`src/rtl/mbox_pkg.sv`:
```
package mbox_pkg;

    typedef enum logic {
        MODE_BASIC  = 1'b0,
        MODE_SCROLL = 1'b1
    } mbox_mode_e;

    // One-cycle events decoded from a port B write
    typedef struct packed {
        logic take;     // microcontroller takes the host command
        logic post;     // microcontroller posts a reply
        logic scr_lo;   // capture scroll low byte
        logic scr_hi;   // capture scroll high byte
    } pb_evt_t;

    function automatic logic drv_fall(input logic prev, input logic nxt, input logic drv);
        return drv & prev & ~nxt;
    endfunction

    function automatic logic drv_rise(input logic prev, input logic nxt, input logic drv);
        return drv & ~prev & nxt;
    endfunction

endpackage

```
`src/rtl/mbox_pb_edge.sv`:
```
module mbox_pb_edge
    import mbox_pkg::*;
#(
    parameter int DATA_W     = 8,
    parameter int TAKE_BIT   = 1,
    parameter int POST_BIT   = 2,
    parameter int SCR_LO_BIT = 3,
    parameter int SCR_HI_BIT = 4
) (
    input  logic              clk,
    input  logic              rst,
    input  mbox_mode_e        mode,
    input  logic              pb_wr,
    input  logic [DATA_W-1:0] pb_wdata,
    input  logic [DATA_W-1:0] pb_dir,
    output logic [DATA_W-1:0] pb_prev,
    output pb_evt_t           evt
);

    logic [DATA_W-1:0] prev_q;
    logic              scroll_en;

    assign scroll_en = (mode == MODE_SCROLL);

    // Previous value follows every port B write, driven or not
    always_ff @(posedge clk) begin
        if (rst) begin
            prev_q <= '0;
        end else if (pb_wr) begin
            prev_q <= pb_wdata;
        end
    end

    always_comb begin
        evt = '0;
        if (pb_wr) begin
            evt.take   = drv_fall(prev_q[TAKE_BIT], pb_wdata[TAKE_BIT], pb_dir[TAKE_BIT]);
            evt.post   = drv_rise(prev_q[POST_BIT], pb_wdata[POST_BIT], pb_dir[POST_BIT]);
            evt.scr_lo = scroll_en &
                         drv_fall(prev_q[SCR_LO_BIT], pb_wdata[SCR_LO_BIT], pb_dir[SCR_LO_BIT]);
            evt.scr_hi = scroll_en &
                         drv_fall(prev_q[SCR_HI_BIT], pb_wdata[SCR_HI_BIT], pb_dir[SCR_HI_BIT]);
        end
    end

    assign pb_prev = prev_q;

endmodule

```
`src/rtl/mbox_xfer.sv`:
```
module mbox_xfer
    import mbox_pkg::*;
#(
    parameter int DATA_W = 8
) (
    input  logic              clk,
    input  logic              rst,
    input  logic              host_wr,
    input  logic [DATA_W-1:0] host_wdata,
    input  logic              host_rd,
    input  logic              pa_wr,
    input  logic [DATA_W-1:0] pa_wdata,
    input  pb_evt_t           evt,
    output logic [DATA_W-1:0] host_rdata,
    output logic [DATA_W-1:0] to_mcu,
    output logic [DATA_W-1:0] mcu_out,
    output logic              host_sent,
    output logic              mcu_sent,
    output logic              irq
);

    logic [DATA_W-1:0] cmd_q;
    logic [DATA_W-1:0] to_mcu_q;
    logic [DATA_W-1:0] mcu_out_q;
    logic [DATA_W-1:0] reply_q;
    logic              hsent_q;
    logic              msent_q;
    logic              irq_q;

    // Data latches: captures use the values held before this cycle
    always_ff @(posedge clk) begin
        if (rst) begin
            cmd_q     <= '0;
            to_mcu_q  <= '0;
            mcu_out_q <= '0;
            reply_q   <= '0;
        end else begin
            if (host_wr)  cmd_q     <= host_wdata;
            if (pa_wr)    mcu_out_q <= pa_wdata;
            if (evt.take) to_mcu_q  <= cmd_q;
            if (evt.post) reply_q   <= mcu_out_q;
        end
    end

    // Flags: a set in the same cycle outranks a clear
    always_ff @(posedge clk) begin
        if (rst) begin
            hsent_q <= 1'b0;
            msent_q <= 1'b0;
            irq_q   <= 1'b0;
        end else begin
            if (host_wr)       hsent_q <= 1'b1;
            else if (evt.take) hsent_q <= 1'b0;

            if (host_wr)                 irq_q <= 1'b1;
            else if (evt.take && hsent_q) irq_q <= 1'b0;

            if (evt.post)     msent_q <= 1'b1;
            else if (host_rd) msent_q <= 1'b0;
        end
    end

    assign host_rdata = reply_q;
    assign to_mcu     = to_mcu_q;
    assign mcu_out    = mcu_out_q;
    assign host_sent  = hsent_q;
    assign mcu_sent   = msent_q;
    assign irq        = irq_q;

endmodule

```
`src/rtl/mbox_scroll.sv`:
```
module mbox_scroll #(
    parameter int DATA_W = 8,
    parameter int NSEG   = 2,
    localparam int OUT_W = DATA_W * NSEG
) (
    input  logic              clk,
    input  logic              rst,
    input  logic [NSEG-1:0]   load,
    input  logic [DATA_W-1:0] din,
    output logic [OUT_W-1:0]  value
);

    for (genvar s = 0; s < NSEG; s++) begin : g_seg
        logic [DATA_W-1:0] seg_q;

        always_ff @(posedge clk) begin
            if (rst) begin
                seg_q <= '0;
            end else if (load[s]) begin
                seg_q <= din;
            end
        end

        assign value[s*DATA_W +: DATA_W] = seg_q;
    end

endmodule

```
`src/rtl/mbox_hs_ctrl.sv`:
```
module mbox_hs_ctrl
    import mbox_pkg::*;
#(
    parameter int DATA_W     = 8,
    parameter int TAKE_BIT   = 1,
    parameter int POST_BIT   = 2,
    parameter int SCR_LO_BIT = 3,
    parameter int SCR_HI_BIT = 4,
    localparam int SCR_SEGS  = 2,
    localparam int SCR_W     = DATA_W * SCR_SEGS
) (
    input  logic              clk,
    input  logic              rst,
    input  logic              mode_i,
    input  logic              host_wr_i,
    input  logic [DATA_W-1:0] host_wdata_i,
    input  logic              host_rd_i,
    output logic [DATA_W-1:0] host_rdata_o,
    output logic [DATA_W-1:0] host_stat_o,
    input  logic              pa_wr_i,
    input  logic [DATA_W-1:0] pa_wdata_i,
    output logic [DATA_W-1:0] pa_rdata_o,
    input  logic              pb_wr_i,
    input  logic [DATA_W-1:0] pb_wdata_i,
    input  logic [DATA_W-1:0] pb_dir_i,
    output logic [DATA_W-1:0] pc_rdata_o,
    output logic              irq_o,
    output logic [SCR_W-1:0]  scroll_o
);

    mbox_mode_e        mode;
    pb_evt_t           evt;
    logic [DATA_W-1:0] pb_prev;
    logic [DATA_W-1:0] mcu_out;
    logic              host_sent;
    logic              mcu_sent;
    logic              status_inv;

    assign mode = mbox_mode_e'(mode_i);

    mbox_pb_edge #(
        .DATA_W     (DATA_W),
        .TAKE_BIT   (TAKE_BIT),
        .POST_BIT   (POST_BIT),
        .SCR_LO_BIT (SCR_LO_BIT),
        .SCR_HI_BIT (SCR_HI_BIT)
    ) u_edge (
        .clk      (clk),
        .rst      (rst),
        .mode     (mode),
        .pb_wr    (pb_wr_i),
        .pb_wdata (pb_wdata_i),
        .pb_dir   (pb_dir_i),
        .pb_prev  (pb_prev),
        .evt      (evt)
    );

    mbox_xfer #(
        .DATA_W (DATA_W)
    ) u_xfer (
        .clk        (clk),
        .rst        (rst),
        .host_wr    (host_wr_i),
        .host_wdata (host_wdata_i),
        .host_rd    (host_rd_i),
        .pa_wr      (pa_wr_i),
        .pa_wdata   (pa_wdata_i),
        .evt        (evt),
        .host_rdata (host_rdata_o),
        .to_mcu     (pa_rdata_o),
        .mcu_out    (mcu_out),
        .host_sent  (host_sent),
        .mcu_sent   (mcu_sent),
        .irq        (irq_o)
    );

    mbox_scroll #(
        .DATA_W (DATA_W),
        .NSEG   (SCR_SEGS)
    ) u_scroll (
        .clk   (clk),
        .rst   (rst),
        .load  ({evt.scr_hi, evt.scr_lo}),
        .din   (mcu_out),
        .value (scroll_o)
    );

    // Status bytes
    assign status_inv = (mode == MODE_SCROLL);

    always_comb begin
        host_stat_o    = '0;
        host_stat_o[0] = host_sent;
        host_stat_o[1] = mcu_sent;
        pc_rdata_o     = '0;
        pc_rdata_o[0]  = ~host_sent ^ status_inv;
        pc_rdata_o[1]  = mcu_sent ^ status_inv;
    end

endmodule

```
`config.mk`:
```
export PLATFORM = sky130hd
export DESIGN_NAME = mbox_hs_ctrl
export DESIGN_NICKNAME = d
export VERILOG_FILES = /design/src/rtl/mbox_pkg.sv /design/src/rtl/mbox_pb_edge.sv /design/src/rtl/mbox_xfer.sv /design/src/rtl/mbox_scroll.sv /design/src/rtl/mbox_hs_ctrl.sv
export SDC_FILE = /design/constraint.sdc
export NUM_CORES = 1
export LEC_CHECK = 0
export BUFFER_PORTS_ARGS = -buffer_cell sky130_fd_sc_hd__buf_2
export CORE_MARGIN = 2
export CORE_UTILIZATION = 48
export CTS_CLUSTER_DIAMETER = 40
export CTS_CLUSTER_SIZE = 30
export DETAILED_ROUTE_END_ITERATION = 7
export PLACE_DENSITY = 0.79
export SETUP_SLACK_MARGIN = 0.1
export SLEW_MARGIN = 0
export SYNTH_ARGS = -nofsm -noshare
export SYNTH_HDL_FRONTEND = slang
export SYNTH_SLANG_ARGS = --single-unit
```
`constraint.sdc`:
```
create_clock -name clk -period 1.4 [get_ports clk]
set_clock_uncertainty 0.15 [all_clocks]
set_input_delay 0.14 -clock clk [delete_from_list [all_inputs] [get_ports clk]]
set_output_delay 0.14 -clock clk [all_outputs]
set_load 0.05 [all_outputs]
```
# Word-level counts from Yosys, hierarchy flattened
# Index checks and enable logic that the tools add are counted.
classes:
  muxes: 7
  bitwise: 17
  reduce_logical: 4
ops:
  columns: ["operator", "count"]
  rows:
  - ["$and 1x1->1", 10]
  - ["$mux 1", 6]
  - ["$reduce_bool 2->1", 3]
  - ["$not 1->1", 5]
  - ["$mux 4", 1]
  - ["$xor 1x1->1", 2]
  - ["$logic_and 1x1->1", 1]
totals:
  reg_bits: 56
  input_bits: 39
  output_inout_bits: 49

# Logic depth before layout (Yosys ltp)
logic_depth:
  depth_word: 7
  ltp_mapped: 5

# Hierarchy
# Synthesis repeated with hierarchy kept, for this count alone.
hier_totals:
  hier_cells: 217
  hier_area_um2: 2294.7
modules_own_cells:
  columns: ["mod", "instances", "cells_per_inst", "area_each_um2"]
  rows:
  - ["mbox_xfer", 1, 115, 1249.9]
  - ["mbox_scroll", 1, 52, 579.3]
  - ["mbox_pb_edge", 1, 33, 339.1]
  - ["mbox_hs_ctrl", 1, 17, 126.4]

# Worst setup path after synthesis
# No wires, ideal clock.
synth_path:
  path_type: "register to output"
  start: "reg u_xfer.hsent_q, in the netlist u_xfer.host_sent"
  end: "out pc_rdata_o[0]"
  arrival_ns: 1.162
  setup_slack_ns: -0.052
  stages_incl_launch_ff: 2
  n_path_buf: 0
  cell_sequence: "dfxtp_1 -> xnor2_1"
synth_between:
  elab_chain_cells: 2
synth_lines:
  columns: ["item", "line", "rtl"]
  rows:
  - ["start: declaration", "mbox_xfer.sv:26", "logic hsent_q;"]
  - ["start signal: assignment", "mbox_xfer.sv:48", "hsent_q <= 1'b0;"]
  - ["start signal: assignment", "mbox_xfer.sv:52", "if (host_wr) hsent_q <= 1'b1;"]
  - ["start signal: assignment", "mbox_xfer.sv:53", "else if (evt.take) hsent_q <= 1'b0;"]
  - ["$not 1->1", "mbox_hs_ctrl.sv:96", "pc_rdata_o[0] = ~host_sent ^ status_inv;"]
  - ["$xor 1x1->1", "mbox_hs_ctrl.sv:96", null]
  - ["end: declaration", "mbox_hs_ctrl.sv:26", "output logic [DATA_W-1:0] pc_rdata_o,"]
# No other way between the ends.

# Worst setup path after layout
# Ends and elaborated chain as after synthesis.

==> results.sh <==
export IMPL_status="completed"
export IMPL_synth_flop_cell="dfxtp_1"
export IMPL_clk_latency_ns=0.30
export IMPL_clk_path_buf_depth=2
export IMPL_yosysMostFrequentCell="dfxtp_1"
export IMPL_regArea_um2=1110
export IMPL_fin_crit_ns=1.29
export IMPL_start_util=0.501
export IMPL_hold_viol=0
export IMPL_netlist_top_cells_count="dfxtp_1 (55), mux2i_1 (36), nand2_1 (34)"
export IMPL_finalCritPeriodShare=0.920
export IMPL_yosys_area_share_simple=0.199
export IMPL_p_seq_frac=0.545
export IMPL_p_int_mw=2.22
export IMPL_antenna_cells=0
export IMPL_synthCells=229
export IMPL_drt_iter0_drc=98
export IMPL_yosysTopAreaCell="dfxtp_1"
export IMPL_grt_overflow_total=0
export IMPL_via_count=1750
export IMPL_cts_setup_buffers=0
export IMPL_port_buffers=67
export IMPL_dpl_worst_slack_ns=0.0951
export IMPL_rows=24
export IMPL_n_fill_cell=364
export IMPL_synth_compound_area_frac=0.0450
export IMPL_cts_tree="yes"
export IMPL_power_mw=3.00
export IMPL_clk_pin_slew_worst_paths_ns=0.09
export IMPL_area_growth_pct=32.2
export IMPL_synth_mux_area_fraction=0.164
export IMPL_drcViolationCount=0
export IMPL_worstPathArrival_ns=1.00
export IMPL_seq_area_frac_synth=0.501
export IMPL_synth_xor_area_frac=0.00798
export IMPL_dp_final_hpwl_um=3060
export IMPL_yosys_cell_types_count=20
export IMPL_final_antenna_net_count=0
export IMPL_whs_ns=0.00535
export IMPL_pwr_share_comb=0.138
export IMPL_async_flop_share=0
export IMPL_startpoint_type="register"
export IMPL_core_area_um2=4380
export IMPL_pwr_share_clk=0.317
export IMPL_grt_use_total=0.180
export IMPL_synthTopCellsByArea="dfxtp_1 (50%), mux2i_1 (16%), nand2b_1 (7.1%)"
export IMPL_synth_area_um2=2200
export IMPL_numCtsBuffers=5
export IMPL_multi_input_comb_area_um2=993
export IMPL_p_leak_nw=1.36
export IMPL_criticalPathCategory="register to output pin"
export IMPL_setup_tns_ns=0
export IMPL_crit_path_max_fanout=4
export IMPL_yosysWarnings=0
export IMPL_peakVddDrop_v=0.000688
export IMPL_maxCapViolations=0
export IMPL_num_io_pins=88
export IMPL_power_switching_mw=0.780
export IMPL_slew_violations=0
export IMPL_drt_wl_total_um=4450
export IMPL_setup_viol=0
export IMPL_nets=353
export IMPL_synth_top_family_by_area="simple AND/OR/NAND/NOR gates"
export IMPL_synthAdderAreaFrac=0
export IMPL_rsz0062_at_grt="true"
export IMPL_gp_congestion=0.754
export IMPL_grt_pass1_wl_um=7340
export IMPL_grt_pass1_vias=1727
export IMPL_synth_edf_count=0
export IMPL_synthDominantCellAreaShare=0.501
export IMPL_cp_end_kind="output pin"
export IMPL_grt_max_degree=64
export IMPL_final_area_um2=2900
export IMPL_clockRootBuffer="clkbuf_8"
export IMPL_routedWlPerCell_um=12.1
export IMPL_placed_area_um2=2560
export IMPL_fp_dieH_um=71.6
export IMPL_clock_sinks=55
export IMPL_power_density_nw_per_um2=1030
export IMPL_dieArea_um2=5130
export IMPL_die_w_um=71.6
export IMPL_fin_ws_ns=0.112
export IMPL_hold_path_class="input pin to register"
export IMPL_htreeDepth=2
export IMPL_synth_seq_cells=55
export IMPL_max_freq_mhz=776
export IMPL_post_route_cells_drive_above_1_share=0.292
export IMPL_firstDrtPassIters=4
export IMPL_swShare=0.260
export IMPL_antenna_found_initial=0
export IMPL_syn_avg_cell_area_um2=9.59
export IMPL_crit_required_ns=1.11
export IMPL_vias_per_cell=4.77
## worst max-delay path: stages (launching register included)
cell     delay, ns
dfxtp_4       0.38
xnor2_4       0.15
buf_6         0.18
## state kept, by name (all words and copies together), names as in the netlist, 4 cells and up
name                  count
u_xfer.mcu_out            8
u_xfer.host_rdata         8
u_xfer.to_mcu             8
u_edge.pb_prev            4
u_scroll.g_seg.seg_q     16
u_xfer.cmd_q              8
## logic make-up (layout without fill, tap and decap cells)
group / after synthesis / count (layout)
xor+xnor: 2 / 2
other cells: 1 / 12
mux: 36 / 36
simple gates: 88 / 88
buf+inv: 28 / 103
compound gates: 19 / 19
flops: 55 / 55
## cell type report
| cell class | count | share of cell area |
|---|---|---|
| clock inverters | 1 | 0.00259 |
| flip-flops and latches | 55 | 0.381 |
| clock buffers | 7 | 0.0332 |
| inverters | 1 | 0.00129 |
| well taps | 52 | 0.0224 |
| repair buffers | 94 | 0.217 |
| multi-input cells | 157 | 0.342 |
## layer usage
layer,global-route usage,vias up,routed length [um]
li1,-,886,-
met1,0.201,806,1940
met2,0.331,51,2170
met3,0.0577,7,292
met4,0.0440,0,44
met5,0,-,0
## power groups by stage
stage	Combinational, mW	Sequential, mW	Clock (mW)
2_1_floorplan	0.270	1.69	0
3_3_place_gp	0.352	1.67	0
3_5_place_dp	0.356	1.67	0
4_1_cts	0.403	1.64	0.973
5_1_grt	0.444	1.65	1.03
6_report	0.413	1.64	0.952
## path summary, 6_finish.rpt
kind | startpoint | end | slack, ns | cells past startpoint
setup / recovery | u_xfer.host_sent | pc_rdata_o[0] | 0.11 | 2
hold / removal | pb_wdata_i[4] | u_edge.pb_prev[4] | 0.005 | 3
setup reg to reg | u_edge.pb_prev[3] | u_scroll.g_seg[0].seg_q[4] | 0.17 | 4
hold reg to reg | u_xfer.to_mcu[4] | u_xfer.to_mcu[4] | 0.30 | 2
## metrics by stage
stage               std cells  utilization
finish                    367        0.662
global route              367        0.662
CTS                       367        0.654
detailed placement        339        0.583
global placement          339        0.583
floorplan                 240            -
## timing repair
| item | 4_1_cts | 5_1_grt |
|---|---|---|
| hold endpoints to repair | 20 | 0 |
| pin swaps | 0 | 1 |
| hold buffers | 20 | 0 |
| endpoints found under the setup margin | 3 | 24 |
| resized for setup | 4 | 9 |
| gates cloned | 0 | 0 |
## layout by cell type (no fill, tap or decap), drive strengths merged
master and count:
buf 74, dfxtp 55, mux2i 36, nand2 35, nand2b 25, nor2 22, dlygate4sd3 20, a21oi 18
conb 12, clkbuf 7, and4b 2, nand4b 2, xor2 1, xnor2 1, nor3 1, or3 1
inv 1, a311oi 1, clkinvlp 1
(Power assumes the default switching activity.)
